## src/rtl/rxwa_pkg.sv

```systemverilog
`timescale 1ns/1ps
package rxwa_pkg;
    localparam int LANES      = 4;
    localparam int BYTE_W     = 8;
    localparam int DATA_W     = LANES * BYTE_W;
    localparam int HALF_LANES = LANES / 2;
    localparam int HALF_W     = DATA_W / 2;
    localparam int N_STAT     = 5;
    localparam int CCNT_W     = 3;

    // Supported comma positions: top lane, and top lane of the low half.
    localparam logic [LANES-1:0] COMMA_TOP = LANES'(1) << (LANES - 1);
    localparam logic [LANES-1:0] COMMA_MID = LANES'(1) << (HALF_LANES - 1);

    // Status vector slots in the packed status array.
    localparam int ST_NIT   = 0;
    localparam int ST_DERR  = 1;
    localparam int ST_ISK   = 2;
    localparam int ST_COMMA = 3;
    localparam int ST_RDISP = 4;

    typedef enum logic {
        MODE_PASS = 1'b0,
        MODE_SWAP = 1'b1
    } mode_e;

    typedef logic [N_STAT-1:0][LANES-1:0] stat_arr_t;
endpackage

```

## src/rtl/rxwa_half_splice.sv

```systemverilog
`timescale 1ns/1ps
module rxwa_half_splice #(
    parameter int W = 32
) (
    input  logic         clk,
    input  logic         rst,
    input  logic [W-1:0] cur_i,
    input  logic         swap_i,
    output logic [W-1:0] word_o
);
    localparam int H = W / 2;

    typedef struct packed {
        logic [H-1:0] low;
    } hold_t;

    hold_t hold_d, hold_q;

    always_comb begin
        hold_d.low = cur_i[H-1:0];
        if (swap_i) begin
            word_o = {hold_q.low, cur_i[W-1:H]};
        end else begin
            word_o = cur_i;
        end
    end

    always_ff @(posedge clk) begin
        if (rst) begin
            hold_q <= '0;
        end else begin
            hold_q <= hold_d;
        end
    end
endmodule

```

## src/rtl/rxwa_mode_ctrl.sv

```systemverilog
`timescale 1ns/1ps
module rxwa_mode_ctrl
    import rxwa_pkg::*;
(
    input  logic             clk,
    input  logic             rst,
    input  logic [LANES-1:0] comma_i,
    output logic             swap_o,
    output logic             valid_o,
    output logic             err_o
);
    typedef struct packed {
        mode_e mode;
        logic  locked;
    } ctl_t;

    ctl_t ctl_d, ctl_q;
    logic bad_lane;

    always_comb begin
        ctl_d    = ctl_q;
        swap_o   = (ctl_q.mode == MODE_SWAP);
        valid_o  = ctl_q.locked;
        bad_lane = 1'b0;
        if (comma_i == COMMA_TOP) begin
            ctl_d.mode   = MODE_PASS;
            ctl_d.locked = 1'b1;
            swap_o       = 1'b0;
            valid_o      = 1'b1;
        end else if (comma_i == COMMA_MID) begin
            ctl_d.mode   = MODE_SWAP;
            ctl_d.locked = 1'b1;
            swap_o       = 1'b1;
            valid_o      = ctl_q.locked && (ctl_q.mode == MODE_SWAP);
        end else if (comma_i != '0) begin
            bad_lane = 1'b1;
        end
        err_o = bad_lane;
    end

    always_ff @(posedge clk) begin
        if (rst) begin
            ctl_q <= '{mode: MODE_PASS, locked: 1'b0};
        end else begin
            ctl_q <= ctl_d;
        end
    end

    AST_MODE_HOLDS_IDLE: assert property (@(posedge clk) disable iff (rst)
        (comma_i == '0) |=> $stable(ctl_q.mode));
    AST_BAD_LANE_KEEPS_MODE: assert property (@(posedge clk) disable iff (rst)
        (comma_i != '0 && comma_i != COMMA_TOP && comma_i != COMMA_MID)
        |=> ctl_q.mode == $past(ctl_q.mode));
    AST_NO_VALID_UNLOCKED: assert property (@(posedge clk) disable iff (rst)
        (!ctl_q.locked && comma_i != COMMA_TOP) |-> !valid_o);
endmodule

```

## src/rtl/rx_word_realigner.sv

```systemverilog
`timescale 1ns/1ps
module rx_word_realigner
    import rxwa_pkg::*;
(
    input  logic              clk,
    input  logic              rst,
    input  logic [DATA_W-1:0] in_data,
    input  logic [LANES-1:0]  in_nit,
    input  logic [LANES-1:0]  in_derr,
    input  logic [LANES-1:0]  in_isk,
    input  logic [LANES-1:0]  in_comma,
    input  logic [LANES-1:0]  in_rdisp,
    input  logic [CCNT_W-1:0] in_ccnt,
    output logic [DATA_W-1:0] out_data,
    output logic [LANES-1:0]  out_nit,
    output logic [LANES-1:0]  out_derr,
    output logic [LANES-1:0]  out_isk,
    output logic [LANES-1:0]  out_comma,
    output logic [LANES-1:0]  out_rdisp,
    output logic [CCNT_W-1:0] out_ccnt,
    output logic              out_valid,
    output logic              align_err
);
    typedef struct packed {
        logic [DATA_W-1:0] data;
        stat_arr_t         stat;
        logic [CCNT_W-1:0] ccnt;
        logic              valid;
        logic              err;
    } out_t;

    out_t              out_d, out_q;
    stat_arr_t         stat_in, stat_spl;
    logic [DATA_W-1:0] data_spl;
    logic              swap, word_ok, bad_lane;

    always_comb begin
        stat_in[ST_NIT]   = in_nit;
        stat_in[ST_DERR]  = in_derr;
        stat_in[ST_ISK]   = in_isk;
        stat_in[ST_COMMA] = in_comma;
        stat_in[ST_RDISP] = in_rdisp;
    end

    rxwa_mode_ctrl u_ctrl (
        .clk     (clk),
        .rst     (rst),
        .comma_i (in_comma),
        .swap_o  (swap),
        .valid_o (word_ok),
        .err_o   (bad_lane)
    );

    rxwa_half_splice #(.W(DATA_W)) u_data_splice (
        .clk    (clk),
        .rst    (rst),
        .cur_i  (in_data),
        .swap_i (swap),
        .word_o (data_spl)
    );

    for (genvar g = 0; g < N_STAT; g++) begin : g_stat
        rxwa_half_splice #(.W(LANES)) u_stat_splice (
            .clk    (clk),
            .rst    (rst),
            .cur_i  (stat_in[g]),
            .swap_i (swap),
            .word_o (stat_spl[g])
        );
    end

    always_comb begin
        out_d.data  = data_spl;
        out_d.stat  = stat_spl;
        out_d.ccnt  = in_ccnt;
        out_d.valid = word_ok;
        out_d.err   = bad_lane;
    end

    always_ff @(posedge clk) begin
        if (rst) begin
            out_q <= '0;
        end else begin
            out_q <= out_d;
        end
    end

    assign out_data  = out_q.data;
    assign out_nit   = out_q.stat[ST_NIT];
    assign out_derr  = out_q.stat[ST_DERR];
    assign out_isk   = out_q.stat[ST_ISK];
    assign out_comma = out_q.stat[ST_COMMA];
    assign out_rdisp = out_q.stat[ST_RDISP];
    assign out_ccnt  = out_q.ccnt;
    assign out_valid = out_q.valid;
    assign align_err = out_q.err;

    AST_PASS_THROUGH: assert property (@(posedge clk) disable iff (rst)
        (in_comma == COMMA_TOP) |=> (out_data == $past(in_data)) && out_valid);
    AST_SWAP_LOW_HALF: assert property (@(posedge clk) disable iff (rst)
        (in_comma == COMMA_MID) |=> out_data[HALF_W-1:0] == $past(in_data[DATA_W-1:HALF_W]));
    AST_STATUS_FOLLOWS: assert property (@(posedge clk) disable iff (rst)
        (in_comma == COMMA_TOP) |=> (out_isk == $past(in_isk)) && (out_rdisp == $past(in_rdisp))
                                    && (out_comma == COMMA_TOP));
    AST_CCNT_COPY: assert property (@(posedge clk) disable iff (rst)
        1'b1 |=> out_ccnt == $past(in_ccnt));
    AST_ERR_FLAG: assert property (@(posedge clk) disable iff (rst)
        (in_comma != '0 && in_comma != COMMA_TOP && in_comma != COMMA_MID) |=> align_err);
    AST_RESET_CLEARS: assert property (@(posedge clk)
        rst |=> !out_valid && !align_err && out_data == '0 && out_ccnt == '0);
endmodule

```

## config.mk

```make
export PLATFORM = sky130hd
export DESIGN_NAME = rx_word_realigner
export DESIGN_NICKNAME = d
export VERILOG_FILES = /design/src/rtl/rxwa_pkg.sv /design/src/rtl/rxwa_half_splice.sv /design/src/rtl/rxwa_mode_ctrl.sv /design/src/rtl/rx_word_realigner.sv
export SDC_FILE = /design/constraint.sdc
export NUM_CORES = 1
export LEC_CHECK = 0
export CELL_PAD_IN_SITES_DETAIL_PLACEMENT = 1
export CELL_PAD_IN_SITES_GLOBAL_PLACEMENT = 2
export CORE_MARGIN = 2
export CORE_UTILIZATION = 28
export CTS_BUF_LIST = sky130_fd_sc_hd__clkbuf_2
export CTS_CLUSTER_DIAMETER = 80
export DETAILED_ROUTE_END_ITERATION = 10
export PLACE_DENSITY = 0.92
export SKIP_CTS_REPAIR_TIMING = 1
export SYNTH_ARGS = -nofsm -noshare
export SYNTH_HDL_FRONTEND = slang
export SYNTH_SLANG_ARGS = --single-unit
```

## constraint.sdc

```tcl
create_clock -name clk -period 1.9 [get_ports clk]
set_input_delay 0.285 -clock clk [delete_from_list [all_inputs] [get_ports clk]]
set_output_delay 0.285 -clock clk [all_outputs]
set_load 0.005 [all_outputs]
```

# ---- Yosys cells after proc, flatten, opt, wreduce, memory -nomap -nowiden
# Cells that the tools add are included.
dict set report totals {
  reg_bits 85
  mem_bits_ro 0
  mem_bits_rw 0
  memories 0
  latchBits 0
}
dict set report classes {
  div_mod_pow 0
  n_eq_ne 2
  reduce_logical 5
  bitwise 0
  multipliers 0
  magnitude_cmp 0
  shift 0
  n_addsub 0
  n_mux 13
}
# operator count
set op_table {}
lappend op_table {{two-way mux 32 bit} 1}
lappend op_table {{two-way mux 4 bit} 5}
lappend op_table {{two-way mux 1 bit} 7}
lappend op_table {{== test 4 x 2 -> 1 bit, second input constant} 1}
lappend op_table {{== test 4 bit, second input constant} 1}
lappend op_table {{nonzero test 4 bit} 1}
lappend op_table {{OR reduction 3 bit} 1}
lappend op_table {{nonzero test 2 bit} 1}
lappend op_table {{OR reduction 2 bit} 1}
lappend op_table {{logical AND 1 bit} 1}

# ---- Longest topological paths before layout
dict set report logic_depth {
  word_depth 4
  mapped_depth 6
}

# ---- By module
# Synthesis repeated with hierarchy kept, for this count alone.
dict set report unflattened {
  cells_unflattened 245
  hier_area_um2 3143.0
}
# module cells_each area_per_inst_um2 n_inst
set by_module_without_submodules {}
lappend by_module_without_submodules {rx_word_realigner 120 1552.7 1}
lappend by_module_without_submodules {{rxwa_half_splice (u_data_splice)} 69 983.4 1}
lappend by_module_without_submodules {{rxwa_half_splice (g_stat[0].u_stat_splice ...)} 8 97.6 5}
lappend by_module_without_submodules {rxwa_mode_ctrl 16 118.9 1}

# ---- Worst setup path after synthesis
# OpenSTA, ideal clock, no wires.
dict set report synth_path {
  path_kind {input to register}
  from {input in_comma[1]}
  to {register out_q (netlist bit out_data[10])}
  stages 6
  required_time_ns 1.828
  path_slack_ns 0.503
  arrival_time_ns 1.326
  cell_sequence {buf_4 o31ai_4 o2bb2ai_2 buf_6 buf_8 mux2i_1}
}
dict set report synth_via {
  elab_chain_len 4
  elab_cells_between_ends 5
  classes_between {eq/ne (2); mux (3)}
}
# element line_no
set synth_lines {}
lappend synth_lines {{start: declaration} rx_word_realigner.sv:11} ;# input logic [LANES-1:0] in_comma,
lappend synth_lines {{== test 4 x 2 -> 1 bit} rxwa_mode_ctrl.sv:30} ;# end else if (comma_i == COMMA_MID) begin
lappend synth_lines {{two-way mux 1 bit} rxwa_mode_ctrl.sv:30}
lappend synth_lines {{two-way mux 1 bit (*)} rxwa_mode_ctrl.sv:25} ;# if (comma_i == COMMA_TOP) begin
lappend synth_lines {{two-way mux 32 bit (*)} rxwa_half_splice.sv:21} ;# if (swap_i) begin
lappend synth_lines {{end signal: assignment} rx_word_realigner.sv:84} ;# out_q <= out_d;
lappend synth_lines {{end: declaration} rx_word_realigner.sv:32} ;# out_t out_d, out_q;
# Mark *: on every way between the ends. The rest lies on a longest branch, timed or not.
# A chain may end at the register's enable or synchronous reset.

# ---- Final worst setup path
dict set report layout_path {
  from {register out_q (netlist bit out_data[14])}
  to {output out_data[14]}
}
# element line_no
set layout_rtl {}
lappend layout_rtl {{end: declaration} rx_word_realigner.sv:14} ;# output logic [DATA_W-1:0] out_data,
# No word-level cell between the ends.

==> impl_metrics.env <==
export IMPL_diodes=0
export IMPL_cpMaxStageDelayCell="clkdlybuf4s50_1"
export IMPL_min_path_type="input pin to flop"
export IMPL_first_pass_iters=3
export IMPL_die_area_sq_um=11900
export IMPL_antenna_left=0
export IMPL_vdd_ir_drop_worst_mv=0.265
export IMPL_antenna_found_initial=0
export IMPL_fmax_mhz=591
export IMPL_seq_area_frac_synth_pct=55.3
export IMPL_synth_top_cell_area_share_pct=55.3
export IMPL_num_rows=38
export IMPL_place_ws_ns=-0.0892
export IMPL_drt_iter0_drc=32
export IMPL_r2r_end="out_data[22]"
export IMPL_clock_root_buffer="clkbuf_2"
export IMPL_worstMarginPinSlew_ns=0.299
export IMPL_worstRegToRegCells=5
export IMPL_ys_types=22
export IMPL_cpLargestDelayFamily="buffers and inverters"
export IMPL_clk_latency_ns=0.52
export IMPL_coreArea_sq_um=10800
export IMPL_grt_overflow=0
export IMPL_ys_ff_latch=85
export IMPL_htree_levels=3
export IMPL_nets=455
export IMPL_track_usage_pct=12.7
export IMPL_synth_top_cell_by_area="dfxtp_1"
export IMPL_crit_fanout=1
export IMPL_regToRegSetupSlack_ns=0.44
export IMPL_post_route_util_pct=41.5
export IMPL_die_height_um=109
export IMPL_r2r_start="u_ctrl.ctl_q[1]"
export IMPL_drcViolationCount=0
export IMPL_outcome="finished clean"
export IMPL_crit_type="flop to primary output"
export IMPL_numPortBuffers=113
export IMPL_finalWorstSetupSlack_ns=0.209
export IMPL_period_share_pct=89.0
export IMPL_finalCriticalPeriod_ns=1.69
export IMPL_wl_mm=7.13
export IMPL_p_leak_nw=1.93
export IMPL_cts_sinks=85
export IMPL_startpoint="out_data[14]"
export IMPL_synthCells=279
export IMPL_hold_viol=0
export IMPL_gp_congestion=0.700
export IMPL_n_fill_cell=1210
export IMPL_synthTopCellsByArea="dfxtp_1 55%, mux2i_1 16%, nand2b_1 15%, inv_1 2.9%, buf_6 1.8%"
export IMPL_place_inst=527
export IMPL_synth_area_sq_um=3080
export IMPL_cp_slowest_stage_delay_ns=0.50
export IMPL_synthTopCellsByCount="85 x dfxtp_1, 74 x nand2b_1, 50 x mux2i_1"
export IMPL_required_ns=1.62
export IMPL_path_cells="clkdlybuf4s50_1"
export IMPL_cap_violations=0
export IMPL_fin_hold_ws_ns=0.202
export IMPL_finalMaxSlewViolations=0
export IMPL_rsz0062_at_grt="false"
export IMPL_cts_tree="yes"
export IMPL_grt_pass1_vias=2403
export IMPL_grt_start_max_net_pins=87
export IMPL_hold_path_depth=3
export IMPL_p_per_area_nw_per_um2=716
export IMPL_synth_edf_count=0
export IMPL_ys_warn_count=0
export IMPL_max_slew_margin_pct=80.1
export IMPL_critical_path_startpoint_type="flop"
export IMPL_power_mw=3.21
export IMPL_end_kind="primary output"
export IMPL_worst_path_buf_inv=1
export IMPL_viasPerCell=4.11
export IMPL_syn_num_nets=336
export IMPL_routedWlPerCell_um=13.1
export IMPL_finalSetupViolations=0
export IMPL_cts_buffers=9
export IMPL_clkTransAtPathRegs_ns=0.22
export IMPL_vias=2232
export IMPL_stdcell_count=543
export IMPL_ys_flop_type="dfxtp_1"
export IMPL_die_w_um=109
export IMPL_io_pins=114
export IMPL_syn_to_final_growth_pct=45.6
export IMPL_cp_arrival_ns=1.41
export IMPL_worstHoldStart="rst"
export IMPL_async_flop_share_pct=0
export IMPL_cts_max_path_buffers=2
export IMPL_fin_skew_ns=0.0133
export IMPL_grt_pass1_wl_mm=11.2
export IMPL_yosysMostFrequentCell="dfxtp_1"
export IMPL_drive_gt1_share_pct=8.19
export IMPL_min_to="u_ctrl.ctl_q[1]"
export IMPL_avgSynthCellArea_sq_um=11.0
export IMPL_hpwl_mm=5.29
export IMPL_start_util_pct=28.5
==> placed cells by master, fill, tap and decap left out, types with 2 or more instances in the layout <==
cell type	instances
nor2_1	5
dfxtp_1	85
clkbuf_2	10
buf_4	10
nor3_1	2
clkinv_2	3
inv_1	24
a21oi_1	5
nand2b_1	74
buf_12	2
clkinv_1	2
o21ai_0	2
mux2i_1	50
nand2_1	2
nor2b_1	5
clkdlybuf4s50_1	112
==> stage by stage <==
stage                     instance area (sq um)  setup TNS (ns)
after CTS                                  4480               0
after global placement                     4400               0
after floorplan                            3080               0
final                                      4480               0
after global routing                       4480               0
after detailed placement                   4400           -1.55
==> how the worst max path moves through the flow <==
| stage | end | slack (ns) | cells past startpoint |
|---|---|---|---|
| 4_1_cts | out_data[5] | 0.13 | 1 |
| 6_report | out_data[14] | 0.21 | 1 |
| 3_5_place_dp | out_data[22] | -0.09 | 5 |
| 3_3_place_gp | out_data[21] | 0.05 | 6 |
| 2_1_floorplan | out_data[10] | 0.50 | 6 |
| 5_1_grt | out_isk[0] | 0.09 | 1 |
==> worst reg2reg max path: stages, from the launching register on <==
cell       delay (ns)
dfxtp_1          0.46
o31ai_4          0.13
buf_4            0.16
a2bb2oi_4        0.16
buf_4            0.24
mux2i_1          0.24
==> sequential cells by signal, indices dropped and copies added, names as in the netlist <==
register	cells
out_derr	4
u_ctrl.ctl_q	2
out_isk	4
out_data	32
out_nit	4
u_data_splice.hold_q	16
out_comma	4
out_valid	1
out_ccnt	3
out_rdisp	4
align_err	1
g_stat.u_stat_splice.hold_q	10
==> cell families (layout without fill, tap and decap cells) <==
| logic type | count (synthesis) | in the layout | synth area share (%) |
|---|---|---|---|
| xor gates and xnor gates | 1 | 1 | 0.284 |
| AOI/OAI and AO/OA | 11 | 11 | 3.05 |
| muxes | 50 | 50 | 16.3 |
| and+or+nand+nor | 91 | 91 | 18.4 |
| DFF | 85 | 85 | 55.3 |
| buffers and inverters | 41 | 165 | 6.70 |
==> metal layers <==
metal  track usage, %  up-vias  routed length, um
met5                0        -                  0
met2             23.2       67               3800
met3             2.99       12                376
met4             7.78        0                197
li1                 -     1115                  -
met1             12.8     1038               2750
==> power by group <==
part	internal [mW]	switching [mW]
Sequential	1.90	0.0314
Combinational	0.338	0.181
Clock	0.162	0.604
==> area by class of cell <==
type	instances	area [sq um]	area share, %
well taps	140	175	3.91
inverters	24	90.1	2.01
flip-flops and latches	85	1700	38.0
clock inverters	6	30.0	0.670
repair buffers	125	1240	27.7
clock buffers	10	50.0	1.12
multi-input cells	153	1190	26.7
No activity file was read; power rests on OpenSTA's default activity.
